[src/rtl/convctl_regbank.sv]
module convctl_regbank #(
  parameter int NPORTS = 5,
  parameter int AW = 12,
  parameter int DW = 32,
  parameter logic [31:0] ID_CODE = 32'h0000_4D43
) (
  input  logic                  clk,
  input  logic                  rst_n,
  input  logic [AW-1:0]         bus_addr,
  input  logic [DW-1:0]         bus_wdata,
  input  logic                  bus_we,
  input  logic                  bus_re,
  output logic [DW-1:0]         bus_rdata,
  input  logic [NPORTS-1:0]     inb_link,
  input  logic [NPORTS-1:0]     inb_fdx,
  input  logic [2*NPORTS-1:0]   inb_speed,
  output logic                  unlocked,
  output logic [4:0]            sw_mode,
  output logic [NPORTS-1:0]     port_rmii,
  output logic [NPORTS-1:0]     port_rgmii,
  output logic [2*NPORTS-1:0]   port_speed,
  output logic [NPORTS-1:0]     port_full_duplex,
  output logic [NPORTS-1:0]     port_enable,
  output logic [DW-1:0]         sw_speed_ovr,
  output logic [DW-1:0]         sw_duplex_ovr
);

  localparam logic [AW-1:0] OFF_CMD   = AW'('h000);
  localparam logic [AW-1:0] OFF_ID    = AW'('h004);
  localparam logic [AW-1:0] OFF_MODE  = AW'('h020);
  localparam logic [AW-1:0] OFF_CONV  = AW'('h100);
  localparam logic [AW-1:0] OFF_CONVE = AW'('h100 + 4*NPORTS);
  localparam logic [AW-1:0] OFF_RST   = AW'('h114);
  localparam logic [AW-1:0] OFF_SWSPD = AW'('h304);
  localparam logic [AW-1:0] OFF_SWDUP = AW'('h308);
  localparam logic [AW-1:0] OFF_HOLE  = AW'('h008);
  localparam int CIW = (NPORTS > 1) ? $clog2(NPORTS) : 1;

  localparam logic [DW-1:0] KEY0 = DW'('h0000_00A5);
  localparam logic [DW-1:0] KEY1 = DW'('h0000_0001);
  localparam logic [DW-1:0] KEY2 = DW'('h0000_FFFE);
  localparam logic [DW-1:0] KEY3 = DW'('h0000_0001);

  logic [1:0]              key_step;
  logic                    open_q;
  logic [4:0]              mode_q;
  logic [NPORTS-1:0][3:0]  conv_q;
  logic [NPORTS-1:0]       fdx_q;
  logic [NPORTS-1:0]       rel_q;
  logic [DW-1:0]           swspd_q, swdup_q;

  logic [DW-1:0]  want_key;
  logic           cmd_wr, conv_hit;
  logic [AW-1:0]  conv_off;
  logic [CIW-1:0] conv_idx;

  always_comb begin
    case (key_step)
      2'd0:    want_key = KEY0;
      2'd1:    want_key = KEY1;
      2'd2:    want_key = KEY2;
      default: want_key = KEY3;
    endcase
  end

  assign cmd_wr   = bus_we && (bus_addr == OFF_CMD) && !open_q;
  assign conv_off = bus_addr - OFF_CONV;
  assign conv_idx = conv_off[CIW+1:2];
  assign conv_hit = (bus_addr >= OFF_CONV) && (bus_addr < OFF_CONVE) && (bus_addr[1:0] == 2'b00);

  always_ff @(posedge clk) begin
    if (!rst_n) begin
      key_step <= '0;
      open_q   <= 1'b0;
    end else if (cmd_wr) begin
      if (bus_wdata == want_key) begin
        if (key_step == 2'd3) begin
          open_q   <= 1'b1;
          key_step <= '0;
        end else begin
          key_step <= key_step + 2'd1;
        end
      end else begin
        key_step <= '0;
      end
    end
  end

  always_ff @(posedge clk) begin
    if (!rst_n) begin
      mode_q  <= '0;
      conv_q  <= '0;
      fdx_q   <= '0;
      rel_q   <= '0;
      swspd_q <= '0;
      swdup_q <= '0;
    end else if (bus_we && open_q) begin
      if (bus_addr == OFF_MODE)  mode_q  <= bus_wdata[4:0];
      if (bus_addr == OFF_RST)   rel_q   <= bus_wdata[NPORTS-1:0];
      if (bus_addr == OFF_SWSPD) swspd_q <= bus_wdata;
      if (bus_addr == OFF_SWDUP) swdup_q <= bus_wdata;
      for (int p = 0; p < NPORTS; p++) begin
        if (conv_hit && (int'(conv_idx) == p)) begin
          conv_q[p] <= bus_wdata[3:0];
          fdx_q[p]  <= bus_wdata[8];
        end
      end
    end
  end

  for (genvar p = 0; p < NPORTS; p++) begin : g_port
    assign port_rgmii[p]       = conv_q[p][3];
    assign port_rmii[p]        = conv_q[p][2] & ~conv_q[p][3];
    assign port_speed[2*p +: 2] = (conv_q[p][3] | conv_q[p][2]) ? conv_q[p][1:0] : 2'b00;
  end

  assign unlocked         = open_q;
  assign sw_mode          = mode_q;
  assign port_full_duplex = fdx_q;
  assign port_enable      = rel_q;
  assign sw_speed_ovr     = swspd_q;
  assign sw_duplex_ovr    = swdup_q;

  always_comb begin
    bus_rdata = '0;
    if (bus_re) begin
      if (bus_addr == OFF_CMD)   bus_rdata[0] = open_q;
      if (bus_addr == OFF_ID)    bus_rdata = DW'(ID_CODE);
      if (bus_addr == OFF_MODE)  bus_rdata[4:0] = mode_q;
      if (bus_addr == OFF_RST)   bus_rdata[NPORTS-1:0] = rel_q;
      if (bus_addr == OFF_SWSPD) bus_rdata = swspd_q;
      if (bus_addr == OFF_SWDUP) bus_rdata = swdup_q;
      for (int p = 0; p < NPORTS; p++) begin
        if (conv_hit && (int'(conv_idx) == p)) begin
          bus_rdata[3:0]   = conv_q[p];
          bus_rdata[8]     = fdx_q[p];
          bus_rdata[12]    = inb_link[p];
          bus_rdata[13]    = inb_fdx[p];
          bus_rdata[15:14] = inb_speed[2*p +: 2];
        end
      end
    end
  end

  AST_OPEN_STICKY: assert property (@(posedge clk) disable iff (!rst_n)
    open_q |=> open_q);

  AST_OPEN_NEEDS_LAST_KEY: assert property (@(posedge clk) disable iff (!rst_n)
    $rose(open_q) |-> $past(bus_we && bus_addr == OFF_CMD && bus_wdata == KEY3 && key_step == 2'd3));

  AST_LOCKED_MODE_HELD: assert property (@(posedge clk) disable iff (!rst_n)
    (!open_q && bus_we && bus_addr == OFF_MODE) |=> $stable(sw_mode));

  AST_LOCKED_NO_ENABLE: assert property (@(posedge clk) disable iff (!rst_n)
    !open_q |-> (port_enable == '0));

  AST_ENABLE_FOLLOWS_WRITE: assert property (@(posedge clk) disable iff (!rst_n)
    (open_q && bus_we && bus_addr == OFF_RST) |=> (port_enable == $past(bus_wdata[NPORTS-1:0])));

  AST_HOLE_READS_ZERO: assert property (@(posedge clk) disable iff (!rst_n)
    (bus_re && bus_addr == OFF_HOLE) |-> (bus_rdata == '0));

endmodule

[config.mk]
export PLATFORM = sky130hd
export DESIGN_NAME = convctl_regbank
export DESIGN_NICKNAME = d
export VERILOG_FILES = /design/src/rtl/convctl_regbank.sv
export SDC_FILE = /design/constraint.sdc
export NUM_CORES = 1
export LEC_CHECK = 0
export ABC_CLOCK_PERIOD_IN_PS = 7440
export CAP_MARGIN = 20
export CORE_MARGIN = 2
export CORE_UTILIZATION = 47
export CTS_CLUSTER_SIZE = 20
export DETAILED_ROUTE_END_ITERATION = 8
export PLACE_DENSITY = 0.83
export SYNTH_ARGS = -nofsm -noshare
export SYNTH_HDL_FRONTEND = slang
export SYNTH_SLANG_ARGS = --single-unit
[constraint.sdc]
create_clock -name clk -period 7.44 [get_ports clk]
set_input_delay 1.488 -clock clk [delete_from_list [all_inputs] [get_ports clk]]
set_output_delay 1.488 -clock clk [all_outputs]
set_load 0.02 [all_outputs]
==> results.sh, run 1 <==
export IMPL_die_h_um=113
export IMPL_synth_nets=751
export IMPL_crit_path_end_kind="output port"
export IMPL_syn_area_mm2=0.00554
export IMPL_ant_nets=0
export IMPL_synth_edf_count=0
export IMPL_cap_violations=0
export IMPL_clkTransAtPathRegs_ns=0.07
export IMPL_hp_class="reg2reg"
export IMPL_ioPinCount=200
export IMPL_top_usage_layer="met2"
export IMPL_hold_violations=0
export IMPL_areaGrowthSynthToFinish_pct=40.6
export IMPL_cp_top_family="simple AND/OR/NAND/NOR gates"
export IMPL_netlist_instances=679
export IMPL_wl_per_cell_um=20.2
export IMPL_ir_worst_vdd_mv=0.126
export IMPL_max_slew_margin_rel_pct=37.3
export IMPL_stdcell_area_mm2=0.00779
export IMPL_die_area_mm2=0.0127
export IMPL_cts_setup_buffers=0
export IMPL_core_area_mm2=0.0115
export IMPL_arrival_ns=4.78
export IMPL_cp_required_ns=5.95
export IMPL_drtIter0Drc=482
export IMPL_synth_area_top_cells="dfxtp_1 37%, nand2_1 10%, mux2i_1 6.3%, a21boi_1 6.1%, nor2b_1 4.3%"
export IMPL_grt_overflow_total=0
export IMPL_async_flop_share_pct=0
export IMPL_ys_seq_elements=102
export IMPL_cts_inserted_buffers=9
export IMPL_hp_start="sw_speed_ovr[30]"
export IMPL_critPathKind="in2out"
export IMPL_critPathMaxFanout=11
export IMPL_viasPerCell=5.96
export IMPL_hold_ws_ns=0.470
export IMPL_drive_above_1_share_pct=5.34
export IMPL_grt_start_max_net_pins=104
export IMPL_path_cells="clkdlybuf4s50_1 > or4b_2 > nor4_1 > a211oi_1 > o21ai_0 > a32o_1 > clkdlybuf4s50_1"
export IMPL_powerDensity_mw_per_mm2=143
export IMPL_antenna_cells=0
export IMPL_grt_pass1_vias=5745
export IMPL_use_met1_pct=39.6
export IMPL_leakage_nw=2.49
export IMPL_cts_hold_buf=0
export IMPL_num_rows=39
export IMPL_fillers=956
export IMPL_drv_slew=0
export IMPL_yosysUniqueCellTypes=60
export IMPL_final_setup_tns_ns=0
export IMPL_synth_top_area_cell="dfxtp_1"
export IMPL_via_count=5874
export IMPL_cts_root_buf="clkbuf_16"
export IMPL_dp_cells=972
export IMPL_fin_crit_ns=6.26
export IMPL_cts_tree="built"
export IMPL_cts_buffer_depth=2
export IMPL_cp_common_cell="clkdlybuf4s50_1"
export IMPL_yosys_warnings=0
export IMPL_nNetsFinal=912
export IMPL_placed_area_mm2=0.00751
export IMPL_rsz0062_at_grt="no"
export IMPL_drt_total_wl_mm=19.9
export IMPL_layout_commonest_cell="clkdlybuf4s50_1"
export IMPL_period_share_pct=84.2
export IMPL_synthFlopType="dfxtp_1"
export IMPL_start_util_pct=48.3
export IMPL_setup_viol=0
export IMPL_worstSkewPairLatency_ns=0.35
export IMPL_max_slew_worst_pin_slew_ns=0.932
export IMPL_startpoint_type="input port"
export IMPL_synth_top_cell_area_share_pct=36.9
export IMPL_cts_resized_gates=0
export IMPL_fmax_mhz=160
export IMPL_r2r_start="unlocked"
export IMPL_grt_pass1_wl_mm=31.1
export IMPL_grt_usage_pct=30.7
export IMPL_worst_clock_skew_ns=0.00921
export IMPL_port_buffers=199
export IMPL_crit_buf_inv=2
export IMPL_status="finished clean"
export IMPL_layout_common_cells="198 x clkdlybuf4s50_1, 150 x nand2_1, 102 x dfxtp_1"
export IMPL_die_w_um=113
export IMPL_drc=0
export IMPL_seq_area_frac_synth_pct=36.9
export IMPL_crit_path_max_incr_delay_ns=0.73
export IMPL_power_total_w=0.00111
export IMPL_use_met3_pct=6.48
export IMPL_post_dp_hpwl_mm=14.4
export IMPL_antenna_found_initial=0
export IMPL_met2_usage_pct=51.9
export IMPL_clock_sinks=102
export IMPL_syn_area_per_cell_um2=8.16
export IMPL_startpoint="bus_addr[3]"
export IMPL_cts_max_level=3
export IMPL_cp_slowest_cell="nor4_1"
export IMPL_stdcell_count=985
export IMPL_gp_congestion=0.895
export IMPL_dr_pass1_iters=5
-- worst register-to-register path, stage by stage, from the launching register on --
cell and delay, ns:
dfxtp_1 0.48, nand2_1 0.43, or4_1 0.78, buf_4 0.33
nand2_1 0.11, a21boi_0 0.09
-- logic make-up (layout without fill, tap and decap cells) --
| kind of cell | after synthesis | in the layout | synth area share (%) |
|---|---|---|---|
| adders and majority gates | 4 | 4 | 0.903 |
| DFF | 102 | 102 | 36.9 |
| and+or+nand+nor | 298 | 298 | 27.2 |
| xor gates and xnor gates | 1 | 1 | 0.158 |
| buffers and inverters | 68 | 231 | 5.69 |
| muxes | 37 | 37 | 6.93 |
| AOI/OAI and AO/OA | 169 | 169 | 22.2 |
-- power breakdown --
| part | internal (W) | leakage (nW) | switching (W) |
|---|---|---|---|
| combinational | 0.0000484 | 1.52 | 0.0000495 |
| sequential | 0.000546 | 0.821 | 0 |
| clock | 0.000266 | 0.142 | 0.000205 |
| total | 0.000860 | 2.49 | 0.000254 |
-- cells in the mapped netlist (all sizes together), types with 6 or more instances --
cell type,instances
a22oi,21
nor2,35
a21boi,69
inv,8
nor2b,38
a221oi,6
nand3,7
or4,7
a21oi,9
o21a,11
nor4,13
o21ai,20
clkbuf,39
nand2,150
buf,20
mux2i,35
nor3,21
dfxtp,102
a22o,7
-- flip-flops by register name, summed over array words and instances, names as in the netlist --
name	count
sw_speed_ovr	32
sw_duplex_ovr	32
port_rgmii	5
key_step	2
unlocked	1
port_enable	5
port_full_duplex	5
conv_q	15
sw_mode	5
-- through the flow --
step	utilization (%)	worst slack (ns)
CTS	67.9	1.24
detailed placement	65.5	1.25
floorplan	-	2.61
global route	67.9	0.949
global placement	65.5	1.28
finish	67.9	1.18
-- path summary, 6_finish.rpt --
check	end	slack [ns]	depth (start not counted)
worst max-delay path	bus_rdata[3]	1.18	7
worst min-delay path	sw_speed_ovr[30]	0.47	2
worst max register to register	sw_duplex_ovr[20]	5.09	5
worst min register to register	sw_speed_ovr[30]	0.47	2
-- final cells by class --
type	count	area (um^2)	area share, %
clock inverters	3	46.3	0.594
multi-input cells	509	3190	40.9
well taps	143	179	2.30
repair buffers	209	2060	26.5
clock buffers	10	239	3.07
flip-flops and latches	102	2040	26.2
inverters	9	33.8	0.434
-- metal layers --
metal / vias up / routed length [um]
li1: 2704 / -
met1: 2876 / 8480
met2: 265 / 9660
met3: 29 / 1450
met4: 0 / 309
met5: - / 0
No activity file was read; power rests on OpenSTA's default activity.
==> run 2, diff against run 1 <==
ABC_CLOCK_PERIOD_IN_PS = 5200   (was 7440)
CORE_UTILIZATION = 41   (was 47)
PLACE_DENSITY = 0.76   (was 0.83)
clock period = 5.2 ns   (was 7.44 ns; I/O delays follow)
==> results.sh, run 2 (synthesis results as in run 1) <==
export IMPL_utilization_pct=60.2
export IMPL_cts_hold_buf=0
export IMPL_critPathKind="in2out"
export IMPL_grt_pass1_vias=5635
export IMPL_nNetsFinal=927
export IMPL_max_slew_margin_rel_pct=44.0
export IMPL_drc=0
export IMPL_rsz0062_at_grt="no"
export IMPL_arrival_ns=3.95
export IMPL_setup_viol=0
export IMPL_hold_ws_ns=0.465
export IMPL_die_h_um=120
export IMPL_ioPinCount=200
export IMPL_die_area_mm2=0.0145
export IMPL_period_share_pct=95.9
export IMPL_wl_per_cell_um=19.6
export IMPL_final_setup_tns_ns=0
export IMPL_die_w_um=120
export IMPL_fin_crit_ns=4.99
export IMPL_hp_class="reg2reg"
export IMPL_cts_tree="built"
export IMPL_start_util_pct=41.8
export IMPL_antenna_found_initial=0
export IMPL_critPathMaxFanout=15
export IMPL_ir_worst_vdd_mv=0.136
export IMPL_startpoint_type="input port"
export IMPL_fmax_mhz=201
export IMPL_grt_start_max_net_pins=103
export IMPL_cp_required_ns=4.16
export IMPL_drtIter0Drc=527
export IMPL_worst_clock_skew_ns=0.0102
export IMPL_port_buffers=199
export IMPL_core_area_mm2=0.0132
export IMPL_areaGrowthSynthToFinish_pct=44.0
export IMPL_layout_common_cells="198 x clkdlybuf4s50_1, 150 x nand2_1, 102 x dfxtp_1"
export IMPL_dp_cells=1020
export IMPL_grt_overflow_total=0
export IMPL_drv_slew=0
export IMPL_grt_usage_pct=27.0
export IMPL_cap_violations=0
export IMPL_placed_area_mm2=0.00767
export IMPL_crit_path_end_kind="output port"
export IMPL_stdcell_area_mm2=0.00798
export IMPL_cts_setup_buffers=0
export IMPL_stdcell_count=1036
export IMPL_layout_commonest_cell="clkdlybuf4s50_1"
export IMPL_hold_violations=0
export IMPL_num_rows=42
export IMPL_clock_sinks=102
export IMPL_clkTransAtPathRegs_ns=0.08
export IMPL_cts_max_level=3
export IMPL_powerDensity_mw_per_mm2=204
export IMPL_max_slew_worst_pin_slew_ns=0.833
export IMPL_cts_inserted_buffers=9
export IMPL_via_count=5846
export IMPL_drt_total_wl_mm=20.3
export IMPL_worstSkewPairLatency_ns=0.35
export IMPL_leakage_nw=2.57
export IMPL_cts_root_buf="clkbuf_16"
export IMPL_drive_above_1_share_pct=7.33
export IMPL_gp_congestion=0.926
export IMPL_post_dp_hpwl_mm=14.8
export IMPL_grt_pass1_wl_mm=30.5
export IMPL_viasPerCell=5.64
export IMPL_antenna_cells=0
export IMPL_status="finished clean"
export IMPL_cts_buffer_depth=2
export IMPL_cts_resized_gates=0
export IMPL_dr_pass1_iters=5
export IMPL_ant_nets=0
run 2: changes by cell type in the layout (fill, tap and decap cells not counted), sizes merged:
cell and change:
inv +2, clkbuf -1, buf +15, clkinvlp +1, clkinv +1
run 2: critical path, stage by stage:
cell and delay, ns:
clkdlybuf4s50_1 0.50, or3_1 0.67, nor4_2 0.48, buf_4 0.31
a221oi_1 0.13, a21oi_1 0.18, clkdlybuf4s50_1 0.64
run 2: layout make-up:
type                            instances  area [um^2]
Fill cell                            1180         5270
Sequential cell                       102         2040
Multi-Input combinational cell        509         3190
Clock inverter                          7         80.1
Clock buffer                            9          225
Timing Repair Buffer                  224         2190
Tap cell                              176          220
Inverter                                9         33.8
run 2: where the power goes:
group | switching [W] | leakage [nW] | internal, W
registers | 0 | 0.821 | 0.000780
logic | 0.0000749 | 1.60 | 0.0000722
clock network | 0.000319 | 0.148 | 0.000380
run 2: per-stage QoR:
step                worst slack [ns]  power, W
CTS                            0.226   0.00163
detailed placement             0.242  0.000942
global route                  0.0878   0.00167
global placement               0.347  0.000940
finish                         0.214   0.00163
floorplan                       1.26  0.000856
run 2: layer usage:
layer / global-route usage [%] / up-vias / share of wire, %
met5: 0 / - / 0
met4: 11.1 / 0 / 2.9
met3: 5.38 / 41 / 7.8
met2: 43.5 / 284 / 47
met1: 35.5 / 2786 / 42
li1: - / 2735 / -
run 2: worst paths after layout:
kind,start,endpoint,slack [ns],depth (start not counted)
setup / recovery,bus_addr[4],bus_rdata[8],0.21,7
hold / removal,sw_speed_ovr[16],sw_speed_ovr[16],0.46,2
setup reg to reg,key_step[0],key_step[0],2.92,7
hold reg to reg,sw_speed_ovr[16],sw_speed_ovr[16],0.46,2
==> run 3, diff against run 2 <==
CAP_MARGIN = not set   (was 20)
==> results of run 3 <==
The final DEF is identical to that of run 2; final timing and power are the same.
